--- src/rtl/seq5_pkg.sv ---
package seq5_pkg;
   localparam int NUM_SUB    = 5;
   localparam int NUM_EDGE   = 4;
   localparam int CODE_W     = 3;
   localparam int EDGE_SEL_W = 2;

   typedef logic [CODE_W-1:0] sub_code_t;

   // Number of boundaries already passed by the counter
   function automatic sub_code_t tally(input logic [NUM_EDGE-1:0] hits);
      sub_code_t n;
      n = '0;
      for (int k = 0; k < NUM_EDGE; k++) begin
         n = n + sub_code_t'(hits[k]);
      end
      return n;
   endfunction
endpackage

--- src/rtl/seq5_shadow_bank.sv ---
module seq5_shadow_bank
   import seq5_pkg::*;
#(
   parameter int CNT_W      = 12,
   parameter int PAY_W      = 16,
   parameter int PERIOD_RST = 500
) (
   input  logic                             clk,
   input  logic                             rst_n,
   input  logic                             edge_we,
   input  logic [EDGE_SEL_W-1:0]            edge_sel,
   input  logic [CNT_W-1:0]                 edge_val,
   input  logic                             slot_we,
   input  logic [CODE_W-1:0]                slot_sel,
   input  logic [PAY_W-1:0]                 slot_val,
   input  logic                             len_we,
   input  logic [CNT_W-1:0]                 len_val,
   input  logic                             commit,
   output logic [NUM_EDGE-1:0][CNT_W-1:0]   act_edge,
   output logic [NUM_SUB-1:0][PAY_W-1:0]    act_slot,
   output logic [CNT_W-1:0]                 act_len
);

   // Boundary registers: shadow written by host, active copied at period start
   for (genvar g = 0; g < NUM_EDGE; g++) begin : g_edge
      logic [CNT_W-1:0] shd_q;
      logic [CNT_W-1:0] act_q;
      always_ff @(posedge clk or negedge rst_n) begin
         if (!rst_n) begin
            shd_q <= '0;
            act_q <= '0;
         end else begin
            if (edge_we && (edge_sel == EDGE_SEL_W'(g))) shd_q <= edge_val;
            if (commit) act_q <= shd_q;
         end
      end
      assign act_edge[g] = act_q;
   end

   // Subinterval payload registers
   for (genvar g = 0; g < NUM_SUB; g++) begin : g_slot
      logic [PAY_W-1:0] shd_q;
      logic [PAY_W-1:0] act_q;
      always_ff @(posedge clk or negedge rst_n) begin
         if (!rst_n) begin
            shd_q <= '0;
            act_q <= '0;
         end else begin
            if (slot_we && (slot_sel == CODE_W'(g))) shd_q <= slot_val;
            if (commit) act_q <= shd_q;
         end
      end
      assign act_slot[g] = act_q;
   end

   // Period length
   logic [CNT_W-1:0] len_shd_q;
   logic [CNT_W-1:0] len_act_q;
   always_ff @(posedge clk or negedge rst_n) begin
      if (!rst_n) begin
         len_shd_q <= CNT_W'(PERIOD_RST);
         len_act_q <= CNT_W'(PERIOD_RST);
      end else begin
         if (len_we) len_shd_q <= len_val;
         if (commit) len_act_q <= len_shd_q;
      end
   end
   assign act_len = len_act_q;

endmodule

--- src/rtl/seq5_timer.sv ---
module seq5_timer #(
   parameter int CNT_W = 12
) (
   input  logic             clk,
   input  logic             rst_n,
   input  logic [CNT_W-1:0] len,
   output logic [CNT_W-1:0] cnt,
   output logic             period_last,
   output logic             period_first
);

   logic [CNT_W:0] cnt_inc;

   // Compare one bit wider so that a length of 0 yields a one-cycle period
   assign cnt_inc      = {1'b0, cnt} + (CNT_W+1)'(1);
   assign period_last  = cnt_inc >= {1'b0, len};
   assign period_first = (cnt == '0);

   always_ff @(posedge clk or negedge rst_n) begin
      if (!rst_n)           cnt <= '0;
      else if (period_last) cnt <= '0;
      else                  cnt <= cnt_inc[CNT_W-1:0];
   end

endmodule

--- src/rtl/seq5_locate.sv ---
module seq5_locate
   import seq5_pkg::*;
#(
   parameter int CNT_W = 12
) (
   input  logic [CNT_W-1:0]               cnt,
   input  logic [NUM_EDGE-1:0][CNT_W-1:0] edges,
   output sub_code_t                      code
);

   logic [NUM_EDGE-1:0] hits;

   // One comparator per boundary; the code is how many have been passed
   for (genvar g = 0; g < NUM_EDGE; g++) begin : g_cmp
      assign hits[g] = (cnt >= edges[g]);
   end

   assign code = tally(hits);

endmodule

--- src/rtl/seq5_period_sequencer.sv ---
module seq5_period_sequencer
   import seq5_pkg::*;
#(
   parameter  int CNT_W      = 12,
   parameter  int IVEC_W     = 6,
   parameter  int OVEC_W     = 6,
   parameter  int CAP_W      = 4,
   parameter  int PERIOD_RST = 500,
   localparam int PAY_W      = IVEC_W + OVEC_W + CAP_W,
   localparam int WORD_W     = CODE_W + PAY_W
) (
   input  logic                  clk,
   input  logic                  rst_n,
   input  logic                  edge_we,
   input  logic [EDGE_SEL_W-1:0] edge_sel,
   input  logic [CNT_W-1:0]      edge_val,
   input  logic                  slot_we,
   input  logic [CODE_W-1:0]     slot_sel,
   input  logic [PAY_W-1:0]      slot_val,
   input  logic                  len_we,
   input  logic [CNT_W-1:0]      len_val,
   output logic [WORD_W-1:0]     seq_word,
   output logic                  edge_pulse,
   output logic                  start_pulse
);

   // Elaboration-time parameter checks
   if (CNT_W < 2 || CNT_W > 30) begin : g_bad_cnt
      $error("seq5_period_sequencer: CNT_W out of range");
   end
   if (IVEC_W < 1 || OVEC_W < 1 || CAP_W < 1) begin : g_bad_pay
      $error("seq5_period_sequencer: payload field widths must be positive");
   end
   if (PERIOD_RST < 0 || PERIOD_RST >= (1 << CNT_W)) begin : g_bad_rst
      $error("seq5_period_sequencer: PERIOD_RST does not fit CNT_W");
   end

   logic [NUM_EDGE-1:0][CNT_W-1:0] act_edge;
   logic [NUM_SUB-1:0][PAY_W-1:0]  act_slot;
   logic [CNT_W-1:0]               act_len;
   logic [CNT_W-1:0]               cnt;
   logic                           last_cyc;
   logic                           first_cyc;
   sub_code_t                      code;
   sub_code_t                      code_q;
   logic [PAY_W-1:0]               pay;

   seq5_shadow_bank #(
      .CNT_W      (CNT_W),
      .PAY_W      (PAY_W),
      .PERIOD_RST (PERIOD_RST)
   ) u_bank (
      .clk      (clk),
      .rst_n    (rst_n),
      .edge_we  (edge_we),
      .edge_sel (edge_sel),
      .edge_val (edge_val),
      .slot_we  (slot_we),
      .slot_sel (slot_sel),
      .slot_val (slot_val),
      .len_we   (len_we),
      .len_val  (len_val),
      .commit   (last_cyc),
      .act_edge (act_edge),
      .act_slot (act_slot),
      .act_len  (act_len)
   );

   seq5_timer #(
      .CNT_W (CNT_W)
   ) u_timer (
      .clk          (clk),
      .rst_n        (rst_n),
      .len          (act_len),
      .cnt          (cnt),
      .period_last  (last_cyc),
      .period_first (first_cyc)
   );

   seq5_locate #(
      .CNT_W (CNT_W)
   ) u_locate (
      .cnt   (cnt),
      .edges (act_edge),
      .code  (code)
   );

   // Previous code, used to detect subinterval changes
   always_ff @(posedge clk or negedge rst_n) begin
      if (!rst_n) code_q <= '0;
      else        code_q <= code;
   end

   // Payload selection for the present subinterval
   always_comb begin
      pay = '0;
      for (int k = 0; k < NUM_SUB; k++) begin
         if (code == CODE_W'(k)) pay = act_slot[k];
      end
   end

   assign seq_word    = {code, pay};
   assign start_pulse = first_cyc;
   assign edge_pulse  = first_cyc | (code != code_q);

endmodule

--- config.mk ---
export PLATFORM = sky130hd
export DESIGN_NAME = seq5_period_sequencer
export DESIGN_NICKNAME = d
export VERILOG_FILES = /design/src/rtl/seq5_pkg.sv /design/src/rtl/seq5_shadow_bank.sv /design/src/rtl/seq5_timer.sv /design/src/rtl/seq5_locate.sv /design/src/rtl/seq5_period_sequencer.sv
export SDC_FILE = /design/constraint.sdc
export NUM_CORES = 1
export LEC_CHECK = 0
export BUFFER_PORTS_ARGS = -buffer_cell sky130_fd_sc_hd__buf_2
export CAP_MARGIN = 20
export CORE_ASPECT_RATIO = 0.8
export CORE_MARGIN = 3
export CORE_UTILIZATION = 55
export DETAILED_ROUTE_END_ITERATION = 6
export GPL_ROUTABILITY_DRIVEN = 0
export GPL_TIMING_DRIVEN = 0
export HOLD_SLACK_MARGIN = 0.02
export PLACE_DENSITY = 0.72
export SYNTH_ARGS = -nofsm -noshare
export SYNTH_HDL_FRONTEND = slang
export SYNTH_HIERARCHICAL = 1
export SYNTH_SLANG_ARGS = --single-unit
--- constraint.sdc ---
create_clock -name clk -period 5.25 [get_ports clk]
set_input_delay 0.7875 -clock clk [delete_from_list [all_inputs] [get_ports clk]]
set_output_delay 0.7875 -clock clk [all_outputs]
set_load 0.01 [all_outputs]
==> results by group <==
Clocking
  • H-tree depth: 1
  • TritonCTS buffer count: 29
  • Clk pin slew, worst setup/hold paths: 0.06 ns
  • Cts hold-fix bufs: 0
  • Worst skew pair latency: 0.55 ns
  • Root Driver: clkbuf_16
  • TritonCTS clock tree: yes
  • CTS Buffer Depth: 3
  • Sink Count: 295

Die
  • Die ar.: 26660 sq um
  • Initial core utilization: 57.06%
  • Number of I/O pins: 71
  • Die extent in x: 181.8 um
  • Die extent in y: 146.6 um
  • Row cnt: 50
  • Core Footprint: 23840 sq um

Global routing
  • First-pass GRT wire length: 46630 um
  • Largest net degree at the start of global routing: 116
  • Gr ovfl total: 0
  • Vias in the first global route: 8364
  • GRT Util Overall: 21.98%
  • Initial antenna violation count: 0

Worst setup path
  • Arrival time worst endpoint: 4.26 ns
  • Worst r2r src: u_timer/cnt[1]
  • CP Launch Type: flop
  • Setup crit end kind: primary output
  • Crit Path Max Fanout: 10
  • Worst EP required: 4.46 ns
  • Critical path class: reg2out
  • Worst reg-to-reg path cell count: 13
  • FF-to-FF setup slack: 1.44 ns
  • R2r endpoint: u_bank/g_edge[0].act_q[10]

Layout
  • Utilization after layout: 64.31%
  • ANT cells: 0
  • # fillers: 1837
  • Share of layout cells above drive strength 1: 47.24%
  • Cell area after layout: 15330 sq um
  • Final net count: 1166
  • Area Overhead vs Synth: 12.72%

Status
  • Run status: complete, no violations

Route
  • Via density: 5.644
  • ANT nets after route: 0
  • Routed vias: 7795
  • Number of remaining DRC errors: 0
  • Drt pass-1 iters: 4
  • First DRT Iteration DRCs: 398
  • Routed WL: 28490 um
  • Drt wl/cell: 20.63 um

Placement
  • Post-DP Area: 14410 sq um
  • PortBufs: 70
  • Hpwl dp: 19380 um
  • Post-Place Setup Slack: 0.3356 ns

Logic synthesis
  • Syn nets: 1062
  • Syn. warnings: 6
  • Number of synthesized flops with an enable pin: 0
  • Seq cells post-synth: 295
  • Synth Flop Type: dfrtp_1
  • Unique cell type count in the Yosys netlist: 62
  • Async SR Flop Fraction: 100.0%
  • Post-synthesis cell area: 13600 sq um
  • Seq/Total Area, Yosys: 54.39%
  • Avg Cell Area, Syn: 14.36 sq um
  • Syn Inst Count: 947

STA
  • RSZ-0062 raised after global routing: false
  • Clock period minus worst slack: 5.049 ns
  • Headroom to the max-slew limit: 56.58%
  • Max Slew Vio Count: 0
  • Fin worst setup slack: 0.2013 ns
  • Measured slew at the worst slew-check pin: 0.6486 ns
  • Clock skew: 0.01620 ns
  • Final count of hold timing violations: 0
  • Final Cycle Share: 96.16%
  • Peak Freq: 198.1 MHz
  • Final setup fails: 0

Flow run
  • Maximum Capacitance Violations: 0

Pwr
  • Max IR drop VDD: 0.0003492 V
  • Leakage Power: 7.077 nW
  • Pwr dens: 561.4 nW/um^2
  • Total Power: 0.008605 W

Worst hold path
  • Hold Crit Class: in2async
-- cells in the mapped netlist, types with 2 or more instances --
| library cell | count | area (sq um) |
|---|---|---|
| and4bb_2 | 2 | 25.02 |
| buf_4 | 5 | 37.54 |
| clkbuf_1 | 2 | 7.510 |
| nor2b_1 | 2 | 12.51 |
| a21o_1 | 8 | 60.06 |
| a211oi_2 | 6 | 75.07 |
| nand2_1 | 15 | 56.30 |
| xnor2_1 | 5 | 43.79 |
| a22oi_2 | 9 | 112.6 |
| nor3b_1 | 2 | 15.01 |
| and2b_1 | 2 | 15.01 |
| inv_1 | 61 | 229.0 |
| buf_2 | 23 | 115.1 |
| o21bai_1 | 3 | 22.52 |
| nor4_1 | 2 | 12.51 |
| o221ai_1 | 6 | 52.55 |
| a221o_1 | 3 | 30.03 |
| o21ai_1 | 5 | 25.02 |
| o221ai_2 | 9 | 135.1 |
| nor2_1 | 3 | 11.26 |
| mux2_2 | 280 | 3153 |
| o21ai_0 | 8 | 40.04 |
| mux2i_1 | 16 | 160.2 |
| xor2_1 | 8 | 70.07 |
| nand4_1 | 5 | 31.28 |
| a22oi_1 | 6 | 45.04 |
| dfstp_2 | 12 | 315.3 |
| buf_6 | 11 | 123.9 |
| dfrtp_1 | 283 | 7082 |
| nand2b_4 | 3 | 41.29 |
| nand3b_1 | 3 | 22.52 |
| nor3b_2 | 10 | 125.1 |
| buf_8 | 2 | 30.03 |
| a21oi_1 | 9 | 45.04 |
| ha_1 | 64 | 800.8 |
| nand3_1 | 21 | 105.1 |
| nor3_1 | 4 | 20.02 |
| a211oi_1 | 5 | 37.54 |
-- how the worst max path moves through the flow --
stage                                     end  slack [ns]      startpoint
floorplan                         seq_word[4]        1.16  u_timer/cnt[0]
global placement    u_bank/g_slot[0].shd_q[3]       -2.10           rst_n
detailed placement               seq_word[12]        0.34  u_timer/cnt[0]
CTS                               seq_word[3]        0.02  u_timer/cnt[0]
global route                     seq_word[12]        0.03  u_timer/cnt[0]
finish                            seq_word[5]        0.20  u_timer/cnt[5]
-- worst max-delay path: stages, from the launching register on --
cell      delay (ns)
dfrtp_1         0.65
ha_1            0.34
a211oi_2        0.21
o21ai_1         0.13
a221o_1         0.33
ha_1            0.30
fa_2            0.38
ha_1            0.37
buf_6           0.18
buf_8           0.19
mux2i_1         0.31
o221ai_2        0.14
buf_2           0.15
-- where the power goes --
group,internal (W),switching (W),total [W]
logic,0.00160,0.00154,0.00314
registers,0.00306,0.000451,0.00351
clock network,0.00110,0.000849,0.00195
total,0.00577,0.00284,0.00861
-- metal layers --
layer  GRT usage [%]  vias to the layer above  wire length (um)
li1                -                     3622                 -
met1           34.34                     3992             14070
met2           32.83                      142             12510
met3           3.611                       39              1397
met4           4.187                        0               507
met5               0                        -                 0
-- through the flow --
| step | std cells | hold slack, ns | setup TNS [ns] |
|---|---|---|---|
| floorplan | 947 | 0.4736 | 0 |
| global route | 1381 | 0.2116 | 0 |
| CTS | 1381 | 0.1944 | 0 |
| finish | 1381 | 0.1818 | 0 |
| global placement | 1329 | 0.4795 | -586.69 |
| detailed placement | 1331 | 0.4868 | 0 |
-- cells in the final DEF (no fill, tap or decap), types with 3 or more instances in the layout --
cell type / instances
nor3_1: 4
nand4_1: 5
inv_1: 60
mux2i_1: 15
clkbuf_1: 5
ha_1: 64
nand2b_4: 3
o21ai_1: 5
buf_4: 6
o221ai_2: 9
dfstp_2: 12
buf_2: 90
a22oi_1: 6
dfrtp_1: 282
a211oi_2: 6
nand2_1: 15
xor2_1: 8
a221o_1: 3
nor2_1: 3
clkbuf_16: 29
nand3_1: 21
nand3b_1: 3
a211oi_1: 5
o21ai_0: 8
buf_8: 4
a21oi_1: 9
buf_6: 12
o221ai_1: 6
clkbuf_8: 7
a22oi_2: 9
clkinv_2: 5
nor3b_2: 10
xnor2_1: 5
a21o_1: 8
mux2_2: 280
o21bai_1: 3
-- what timing repair did --
item	4_1_cts	5_1_grt
setup buffers	1	0
resized for setup	5	7
cloned	0	0
endpoints found under the setup margin	14	17
-- flip-flops by register name, indices dropped and copies added, names as in the netlist --
signal / count
code_q: 3
u_timer/cnt: 12
u_bank/g_slot.shd_q: 80
u_bank/act_len: 12
u_bank/g_edge.shd_q: 48
u_bank/len_shd_q: 12
u_bank/g_slot.act_q: 80
u_bank/g_edge.act_q: 48
-- final cells by class --
cell class              count  area (sq um)  share of cell area (%)
flip-flops and latches    295          7398                   48.27
multi-input cells         547          5663                   36.94
clock buffers              40         837.1                   5.461
repair buffers             73         422.9                   2.759
well taps                 312         390.4                   2.547
plain buffers              44         335.3                   2.188
inverters                  61         229.0                   1.494
clock inverters             9         52.55                  0.3428
-- logic make-up after synthesis --
kind of cell | synth area share (%)
mux | 24.47
flops | 54.39
buf+inv | 4.021
simple gates | 4.729
compound gates | 5.511
fa+ha+maj | 6.036
xor+xnor | 0.8372
(Power assumes the default switching activity.)
